`config.mk`:
```
export PLATFORM = sky130hd
export DESIGN_NAME = slot_pair_extractor
export DESIGN_NICKNAME = d
export VERILOG_FILES = /design/src/rtl/slot_pair_pkg.sv /design/src/rtl/pair_slot_map.sv /design/src/rtl/pair_serial_cap.sv /design/src/rtl/pair_bank_store.sv /design/src/rtl/slot_pair_extractor.sv
export SDC_FILE = /design/constraint.sdc
export NUM_CORES = 1
export LEC_CHECK = 0
export ABC_AREA = 1
export BUFFER_PORTS_ARGS = -buffer_cell sky130_fd_sc_hd__buf_2
export CELL_PAD_IN_SITES_DETAIL_PLACEMENT = 0
export CELL_PAD_IN_SITES_GLOBAL_PLACEMENT = 1
export CORE_UTILIZATION = 50
export CTS_BUF_LIST = sky130_fd_sc_hd__clkbuf_8
export CTS_CLUSTER_DIAMETER = 120
export DETAILED_ROUTE_END_ITERATION = 8
export PLACE_DENSITY = 0.92
export SLEW_MARGIN = 10
export SYNTH_ARGS = -nofsm -noshare
export SYNTH_HDL_FRONTEND = slang
export SYNTH_HIERARCHICAL = 1
export SYNTH_SLANG_ARGS = --single-unit
export TNS_END_PERCENT = 30
```
`constraint.sdc`:
```
create_clock -name clk -period 5.5 [get_ports clk]
set_input_delay 0.275 -clock clk [delete_from_list [all_inputs] [get_ports clk]]
set_output_delay 0.275 -clock clk [all_outputs]
set_load 0.01 [all_outputs]
```
`src/rtl/slot_pair_pkg.sv`:
```
package slot_pair_pkg;
  localparam int CODE_W = 4;
  localparam logic [CODE_W-1:0] CODE_HEAD = 4'hC;
  localparam logic [CODE_W-1:0] CODE_TAIL = 4'hD;

  typedef enum logic [1:0] {
    ROLE_NONE   = 2'd0,
    ROLE_HEAD   = 2'd1,
    ROLE_TAIL   = 2'd2,
    ROLE_ORPHAN = 2'd3
  } slot_role_e;
endpackage

```
`src/rtl/pair_slot_map.sv`:
```
module pair_slot_map
  import slot_pair_pkg::*;
#(
  parameter int NUM_SLOTS = 8,
  parameter int BUS_W     = 2,
  localparam int SLOT_W   = (NUM_SLOTS > 1) ? $clog2(NUM_SLOTS) : 1
) (
  input  logic              clk,
  input  logic              map_we,
  input  logic [SLOT_W-1:0] map_addr,
  input  logic [CODE_W-1:0] map_code,
  input  logic [BUS_W-1:0]  map_bus,
  input  logic [SLOT_W-1:0] look_slot,
  output slot_role_e        role,
  output logic [BUS_W-1:0]  look_bus
);
  logic [CODE_W-1:0] code_mem [NUM_SLOTS];
  logic [BUS_W-1:0]  bus_mem  [NUM_SLOTS];

  always_ff @(posedge clk) begin
    if (map_we && (int'(map_addr) < NUM_SLOTS)) begin
      code_mem[map_addr] <= map_code;
      bus_mem[map_addr]  <= map_bus;
    end
  end

  logic              has_next, has_prev;
  logic [SLOT_W-1:0] next_idx, prev_idx;
  logic [CODE_W-1:0] here_code, next_code, prev_code;
  logic [BUS_W-1:0]  next_bus, prev_bus;
  logic              head_here, tail_here;

  always_comb begin
    has_next  = int'(look_slot) < NUM_SLOTS - 1;
    has_prev  = look_slot != '0;
    next_idx  = has_next ? look_slot + SLOT_W'(1) : look_slot;
    prev_idx  = has_prev ? look_slot - SLOT_W'(1) : look_slot;
    here_code = code_mem[look_slot];
    look_bus  = bus_mem[look_slot];
    next_code = code_mem[next_idx];
    next_bus  = bus_mem[next_idx];
    prev_code = code_mem[prev_idx];
    prev_bus  = bus_mem[prev_idx];
    head_here = (here_code == CODE_HEAD) && has_next &&
                (next_code == CODE_TAIL) && (next_bus == look_bus);
    tail_here = (here_code == CODE_TAIL) && has_prev &&
                (prev_code == CODE_HEAD) && (prev_bus == look_bus);
    if (head_here)                    role = ROLE_HEAD;
    else if (here_code == CODE_HEAD)  role = ROLE_ORPHAN;
    else if (tail_here)               role = ROLE_TAIL;
    else                              role = ROLE_NONE;
  end
endmodule

```
`src/rtl/pair_serial_cap.sv`:
```
module pair_serial_cap #(
  parameter int WORD_W    = 16,
  parameter int VALID_BIT = 14,
  parameter int DATA_W    = 8,
  localparam int SH_W     = VALID_BIT,
  localparam int CNT_W    = $clog2(WORD_W)
) (
  input  logic              clk,
  input  logic              rst,
  input  logic              start,
  input  logic              ser_strobe,
  input  logic              ser_bit,
  output logic              done,
  output logic              cap_valid,
  output logic [DATA_W-1:0] cap_data
);
  localparam logic [CNT_W-1:0] LAST = CNT_W'(WORD_W - 1);

  logic             armed;
  logic [CNT_W-1:0] cnt;
  logic [SH_W-1:0]  sh;

  // Only the bits that end at or below the valid position are kept.
  always_ff @(posedge clk) begin
    if (rst) begin
      armed <= 1'b0;
      cnt   <= '0;
      sh    <= '0;
    end else if (start) begin
      armed <= 1'b1;
      cnt   <= '0;
    end else if (armed && ser_strobe) begin
      sh <= {sh[SH_W-2:0], ser_bit};
      if (cnt == LAST) begin
        armed <= 1'b0;
        cnt   <= '0;
      end else begin
        cnt <= cnt + CNT_W'(1);
      end
    end
  end

  always_comb begin
    done      = armed && ser_strobe && !start && (cnt == LAST);
    cap_valid = sh[SH_W-1];
    cap_data  = {sh[DATA_W-2:0], ser_bit};
  end
endmodule

```
`src/rtl/pair_bank_store.sv`:
```
module pair_bank_store #(
  parameter int NUM_SLOTS = 8,
  parameter int DATA_W    = 8,
  localparam int SLOT_W   = (NUM_SLOTS > 1) ? $clog2(NUM_SLOTS) : 1
) (
  input  logic              clk,
  input  logic              rst,
  input  logic              wr_en,
  input  logic              wr_bank,
  input  logic [SLOT_W-1:0] wr_slot,
  input  logic              wr_valid,
  input  logic [DATA_W-1:0] wr_data,
  input  logic              rd_bank,
  input  logic [SLOT_W-1:0] rd_slot,
  output logic              rd_valid,
  output logic [DATA_W-1:0] rd_data
);
  logic [DATA_W:0] bank_mem [2][NUM_SLOTS];

  always_ff @(posedge clk) begin
    if (rst) begin
      for (int b = 0; b < 2; b++)
        for (int s = 0; s < NUM_SLOTS; s++)
          bank_mem[b][s] <= '0;
    end else if (wr_en && (int'(wr_slot) < NUM_SLOTS)) begin
      bank_mem[wr_bank][wr_slot] <= {wr_valid, wr_data};
    end
  end

  always_comb begin
    {rd_valid, rd_data} = bank_mem[rd_bank][rd_slot];
  end
endmodule

```
`src/rtl/slot_pair_extractor.sv`:
```
module slot_pair_extractor
  import slot_pair_pkg::*;
#(
  parameter int NUM_SLOTS = 8,
  parameter int BUS_W     = 2,
  parameter int WORD_W    = 16,
  parameter int VALID_BIT = 14,
  parameter int DATA_W    = 8,
  localparam int SLOT_W   = (NUM_SLOTS > 1) ? $clog2(NUM_SLOTS) : 1
) (
  input  logic              clk,
  input  logic              rst,
  input  logic              frame_sync,
  input  logic              slot_tick,
  input  logic              map_we,
  input  logic [SLOT_W-1:0] map_addr,
  input  logic [3:0]        map_code,
  input  logic [BUS_W-1:0]  map_bus,
  input  logic              ser_strobe,
  input  logic              ser_bit,
  output logic              dsp_req,
  output logic              out_drive,
  output logic [BUS_W-1:0]  out_bus,
  output logic              out_valid,
  output logic [DATA_W-1:0] out_data,
  output logic              pair_err
);
  localparam logic [SLOT_W-1:0] LAST_SLOT = SLOT_W'(NUM_SLOTS - 1);

  // Slot sequencing
  logic              synced;
  logic [SLOT_W-1:0] slot_idx;
  logic              frame_par;
  logic              tick_go;
  logic [SLOT_W-1:0] cur_slot;
  logic              new_par;

  always_comb begin
    tick_go = slot_tick && (frame_sync || synced);
    if (frame_sync)               cur_slot = '0;
    else if (slot_idx == LAST_SLOT) cur_slot = slot_idx;
    else                          cur_slot = slot_idx + SLOT_W'(1);
    new_par = frame_par ^ frame_sync;
  end

  always_ff @(posedge clk) begin
    if (rst) begin
      synced    <= 1'b0;
      slot_idx  <= '0;
      frame_par <= 1'b0;
    end else if (tick_go) begin
      synced    <= 1'b1;
      slot_idx  <= cur_slot;
      frame_par <= new_par;
    end
  end

  // Code decoding
  slot_role_e       role;
  logic [BUS_W-1:0] look_bus;

  pair_slot_map #(.NUM_SLOTS(NUM_SLOTS), .BUS_W(BUS_W)) u_map (
    .clk      (clk),
    .map_we   (map_we),
    .map_addr (map_addr),
    .map_code (map_code),
    .map_bus  (map_bus),
    .look_slot(cur_slot),
    .role     (role),
    .look_bus (look_bus)
  );

  // Serial capture and write-target latch
  logic              start_cap;
  logic              cap_done, cap_valid;
  logic [DATA_W-1:0] cap_data;
  logic [SLOT_W-1:0] tgt_slot;
  logic              tgt_bank;

  assign start_cap = tick_go && (role == ROLE_HEAD);

  pair_serial_cap #(.WORD_W(WORD_W), .VALID_BIT(VALID_BIT), .DATA_W(DATA_W)) u_cap (
    .clk       (clk),
    .rst       (rst),
    .start     (start_cap),
    .ser_strobe(ser_strobe),
    .ser_bit   (ser_bit),
    .done      (cap_done),
    .cap_valid (cap_valid),
    .cap_data  (cap_data)
  );

  always_ff @(posedge clk) begin
    if (rst) begin
      tgt_slot <= '0;
      tgt_bank <= 1'b0;
    end else if (start_cap) begin
      tgt_slot <= cur_slot + SLOT_W'(1);
      tgt_bank <= new_par;
    end
  end

  // Two-bank store: capture into this frame's bank, read last frame's
  logic              st_valid;
  logic [DATA_W-1:0] st_data;

  pair_bank_store #(.NUM_SLOTS(NUM_SLOTS), .DATA_W(DATA_W)) u_store (
    .clk     (clk),
    .rst     (rst),
    .wr_en   (cap_done),
    .wr_bank (tgt_bank),
    .wr_slot (tgt_slot),
    .wr_valid(cap_valid),
    .wr_data (cap_data),
    .rd_bank (~new_par),
    .rd_slot (cur_slot),
    .rd_valid(st_valid),
    .rd_data (st_data)
  );

  // Output register
  always_ff @(posedge clk) begin
    if (rst) begin
      dsp_req   <= 1'b0;
      out_drive <= 1'b0;
      out_bus   <= '0;
      out_valid <= 1'b0;
      out_data  <= '0;
      pair_err  <= 1'b0;
    end else begin
      dsp_req <= start_cap;
      if (tick_go) begin
        unique case (role)
          ROLE_HEAD, ROLE_ORPHAN: begin
            out_drive <= 1'b1;
            out_bus   <= look_bus;
            out_valid <= 1'b0;
            out_data  <= '0;
          end
          ROLE_TAIL: begin
            out_drive <= 1'b1;
            out_bus   <= look_bus;
            out_valid <= st_valid;
            out_data  <= st_data;
          end
          default: begin
            out_drive <= 1'b0;
            out_bus   <= '0;
            out_valid <= 1'b0;
            out_data  <= '0;
          end
        endcase
        if (role == ROLE_ORPHAN) pair_err <= 1'b1;
      end
    end
  end
endmodule

```
==> results.json <==
{
  "status": "complete, no violations",
  "cts_made_buffers": 38,
  "netlist_instances": 1313,
  "fp.dieArea_sq_mm": 0.0235,
  "final.setup.tns_ns": 0,
  "period_share_pct": 91.2,
  "pwr-share-clk_pct": 36.6,
  "r2r_slack_ns": 0.48,
  "drt_iter0_markers": 935,
  "post_drt_wl_per_cell_microns": 17.3,
  "timing.final.setup_violations": 0,
  "drc_errors": 0,
  "synth_edf_count": 192,
  "drv_slew": 0,
  "cp_data_arrival_time_ns": 5.22,
  "dp_slack_ns": 0.380,
  "drive_gt1_share_pct": 12.1,
  "vias": 8794,
  "max-slew-margin-rel_pct": 47.8,
  "worstMarginPinSlew_ns": 0.780,
  "row_count": 55,
  "critical-path-top-delay-family": "simple AND/OR/NAND/NOR gates",
  "fp.dieW_microns": 153,
  "grt_pass1_vias": 8395,
  "rsz0062_at_grt": "yes",
  "seq_power_share_pct": 50.2,
  "async_flop_share_pct": 0,
  "grt_overflow": 0,
  "num-nets-final": 1370,
  "p_leak_nw": 5.50,
  "synth_area_leader_cell": "edfxtp_1",
  "clk_pin_slew_worst_paths_ns": 0.06,
  "cp-start-kind": "flip-flop",
  "drt_wl_total_microns": 28800,
  "antenna_found_initial": 1,
  "tritoncts": "yes",
  "grt_pass1_wl_microns": 45000,
  "core_sq_mm": 0.0226,
  "worst_slack_ns": 0.484,
  "dpl_cell_area_sq_mm": 0.0117,
  "hold_violations": 0,
  "htreeDepth": 2,
  "fin_util_pct": 55.5,
  "cts.path.max_buffers": 3,
  "power_density_mw_per_mm2": 320,
  "syn_area_per_cell_sq_um": 8.73,
  "reg2regPathDepth": 27,
  "p_sw_share_pct": 27.2,
  "hold_path.class": "in -> reg",
  "ys_ff_latch": 234,
  "dr.pass1.iters": 6,
  "p_sw_w": 0.00109,
  "fin_area_sq_mm": 0.0125,
  "grt.total_usage_pct": 25.0,
  "yosysUniqueCellTypes": 42,
  "ys.warnings.count": 6,
  "critPathMostFrequentCell": "nand2_1",
  "synth.most_common_cell": "nand2_1",
  "ys_seq_area_share_pct": 57.6,
  "chipHeight_microns": 153,
  "comb_power_share_pct": 13.2,
  "slowest_stage": "buf_4",
  "finalPower_w": 0.00400,
  "start_util_pct": 50.8,
  "via_per_inst": 5.29,
  "required_ns": 5.70,
  "endpoint_kind": "flip-flop",
  "r2r-end": "u_store/bank_mem[0][14]",
  "holdPathEnd": "u_map/code_mem[1][0]",
  "crit_type": "reg -> reg",
  "skew_ns": 0.0364,
  "synth_area_leaders": "edfxtp_1, nand2_1, nand3_1, dfxtp_1, inv_1",
  "whs_path_depth": 1,
  "synthTopCellsByCount": "nand2_1, edfxtp_1, nand3_1",
  "synth_top_area_share_pct": 50.3,
  "netlist_area_sq_mm": 0.0115,
  "clock-sinks": 234,
  "fmax_ghz": 0.199,
  "clk_latency_ns": 0.55,
  "grt_max_degree": 73,
  "io_pins": 30,
  "area_growth_pct": 9.25,
  "period_minus_slack_ns": 5.02,
  "crit_fanout": 33,
  "ir_drop_v": 0.000210,
  "r2r-start": "slot_idx[0]",
  "root_buffer": "clkbuf_8",
  "drtAntennaViolNets": 0,
  "maxCapViolations": 0,
  "internal_power_w": 0.00291,
  "synth_nets": 1335,
  "path_buf_inv": 6,
  "dp.final_hpwl_microns": 19000,
  "min_from": "map_code[0]",
  "ys.flop_type": "edfxtp_1",
  "place_congestion": 0.902,
  "io_buffers": 29,
  "slowest_delay_ns": 0.42
}
flip-flops by register name, summed over array words and instances, names as in the netlist, 2 cells and up:
signal / count
tgt_slot: 3
u_map/bus_mem: 16
slot_idx: 3
out_data: 8
u_cap/sh: 14
u_map/code_mem: 32
u_store/bank_mem: 144
u_cap/cnt: 4
out_bus: 2
cell type report:
cell class	count	area, sq um
antenna	1	2.50
clock buffer	44	606
clock inverter	25	140
fill	2081	10000
inverter	193	727
multi-input combinational	833	3790
sequential	234	6610
tap	285	357
timing repair buffer	48	298
worst max-delay path by stage:
stage               slack [ns]                      end         from  depth (start not counted)
detailed placement        0.38  u_store/bank_mem[1][52]  slot_idx[0]                         26
floorplan                 0.89   u_store/bank_mem[1][0]  slot_idx[0]                         30
CTS                       0.34  u_store/bank_mem[1][48]  slot_idx[0]                         27
global placement          0.54  u_store/bank_mem[1][48]  slot_idx[0]                         26
global route             -0.01  u_store/bank_mem[0][55]  slot_idx[0]                         27
finish                    0.48  u_store/bank_mem[0][14]  slot_idx[0]                         27
cell usage in the layout, fill, tap and decap left out, types with 2 or more instances in the layout:
master,n
a21oi_2,5
clkinvlp_4,2
o21ai_0,14
buf_4,15
nand4_1,4
nand3_2,4
dlygate4sd3_1,4
ha_1,6
nand2_4,3
nor2_1,162
inv_2,16
buf_2,29
nor2_2,3
nand3_1,183
dfxtp_1,42
a21oi_1,22
clkinv_1,10
nand2_2,30
nor2_4,2
inv_1,183
clkinv_2,4
edfxtp_1,192
nor3_1,4
clkbuf_8,44
o211ai_1,13
nand2_1,350
o21ai_1,14
repair_timing:
action,CTS,global route
endpoints found under the hold margin,27,0
resized for setup,0,10
buffers inserted,0,0
hold buffers,4,0
endpoints found under the setup margin,0,72
stage by stage:
stage,std cells,hold slack (ns)
final,1663,0.0255
after global routing,1662,0.0181
after CTS,1662,0.000508
after detailed placement,1589,0.453
after global placement,1589,0.441
after floorplan,1313,0.374
metal layers:
layer  vias to the layer above  track usage (%)  share of wire [%]
met3                        81             4.62                7.2
met1                      4035             31.7                 42
met5                         -                0                  0
met4                         0             12.4                4.5
li1                       4309                -                  -
met2                       369             41.3                 47
cell families (layout without fill, tap and decap cells):
kind of cell    Yosys count  count (layout)  synth area share [%]
fa+ha+maj                 6               6                 0.655
other cells               0               1                     0
compound gates           72              72                  3.56
simple gates            753             753                  28.4
xor+xnor                  2               2                 0.153
buf+inv                 246             310                  9.59
flops                   234             234                  57.6
power groups by stage:
stage	Sequential [W]	Combinational, W	Clock (W)
finish	0.00201	0.000529	0.00146
global route	0.00201	0.000588	0.00157
CTS	0.00201	0.000523	0.00150
detailed placement	0.00204	0.000518	0
global placement	0.00204	0.000513	0
floorplan	0.00204	0.000388	0
No activity file was read; power rests on OpenSTA's default activity.
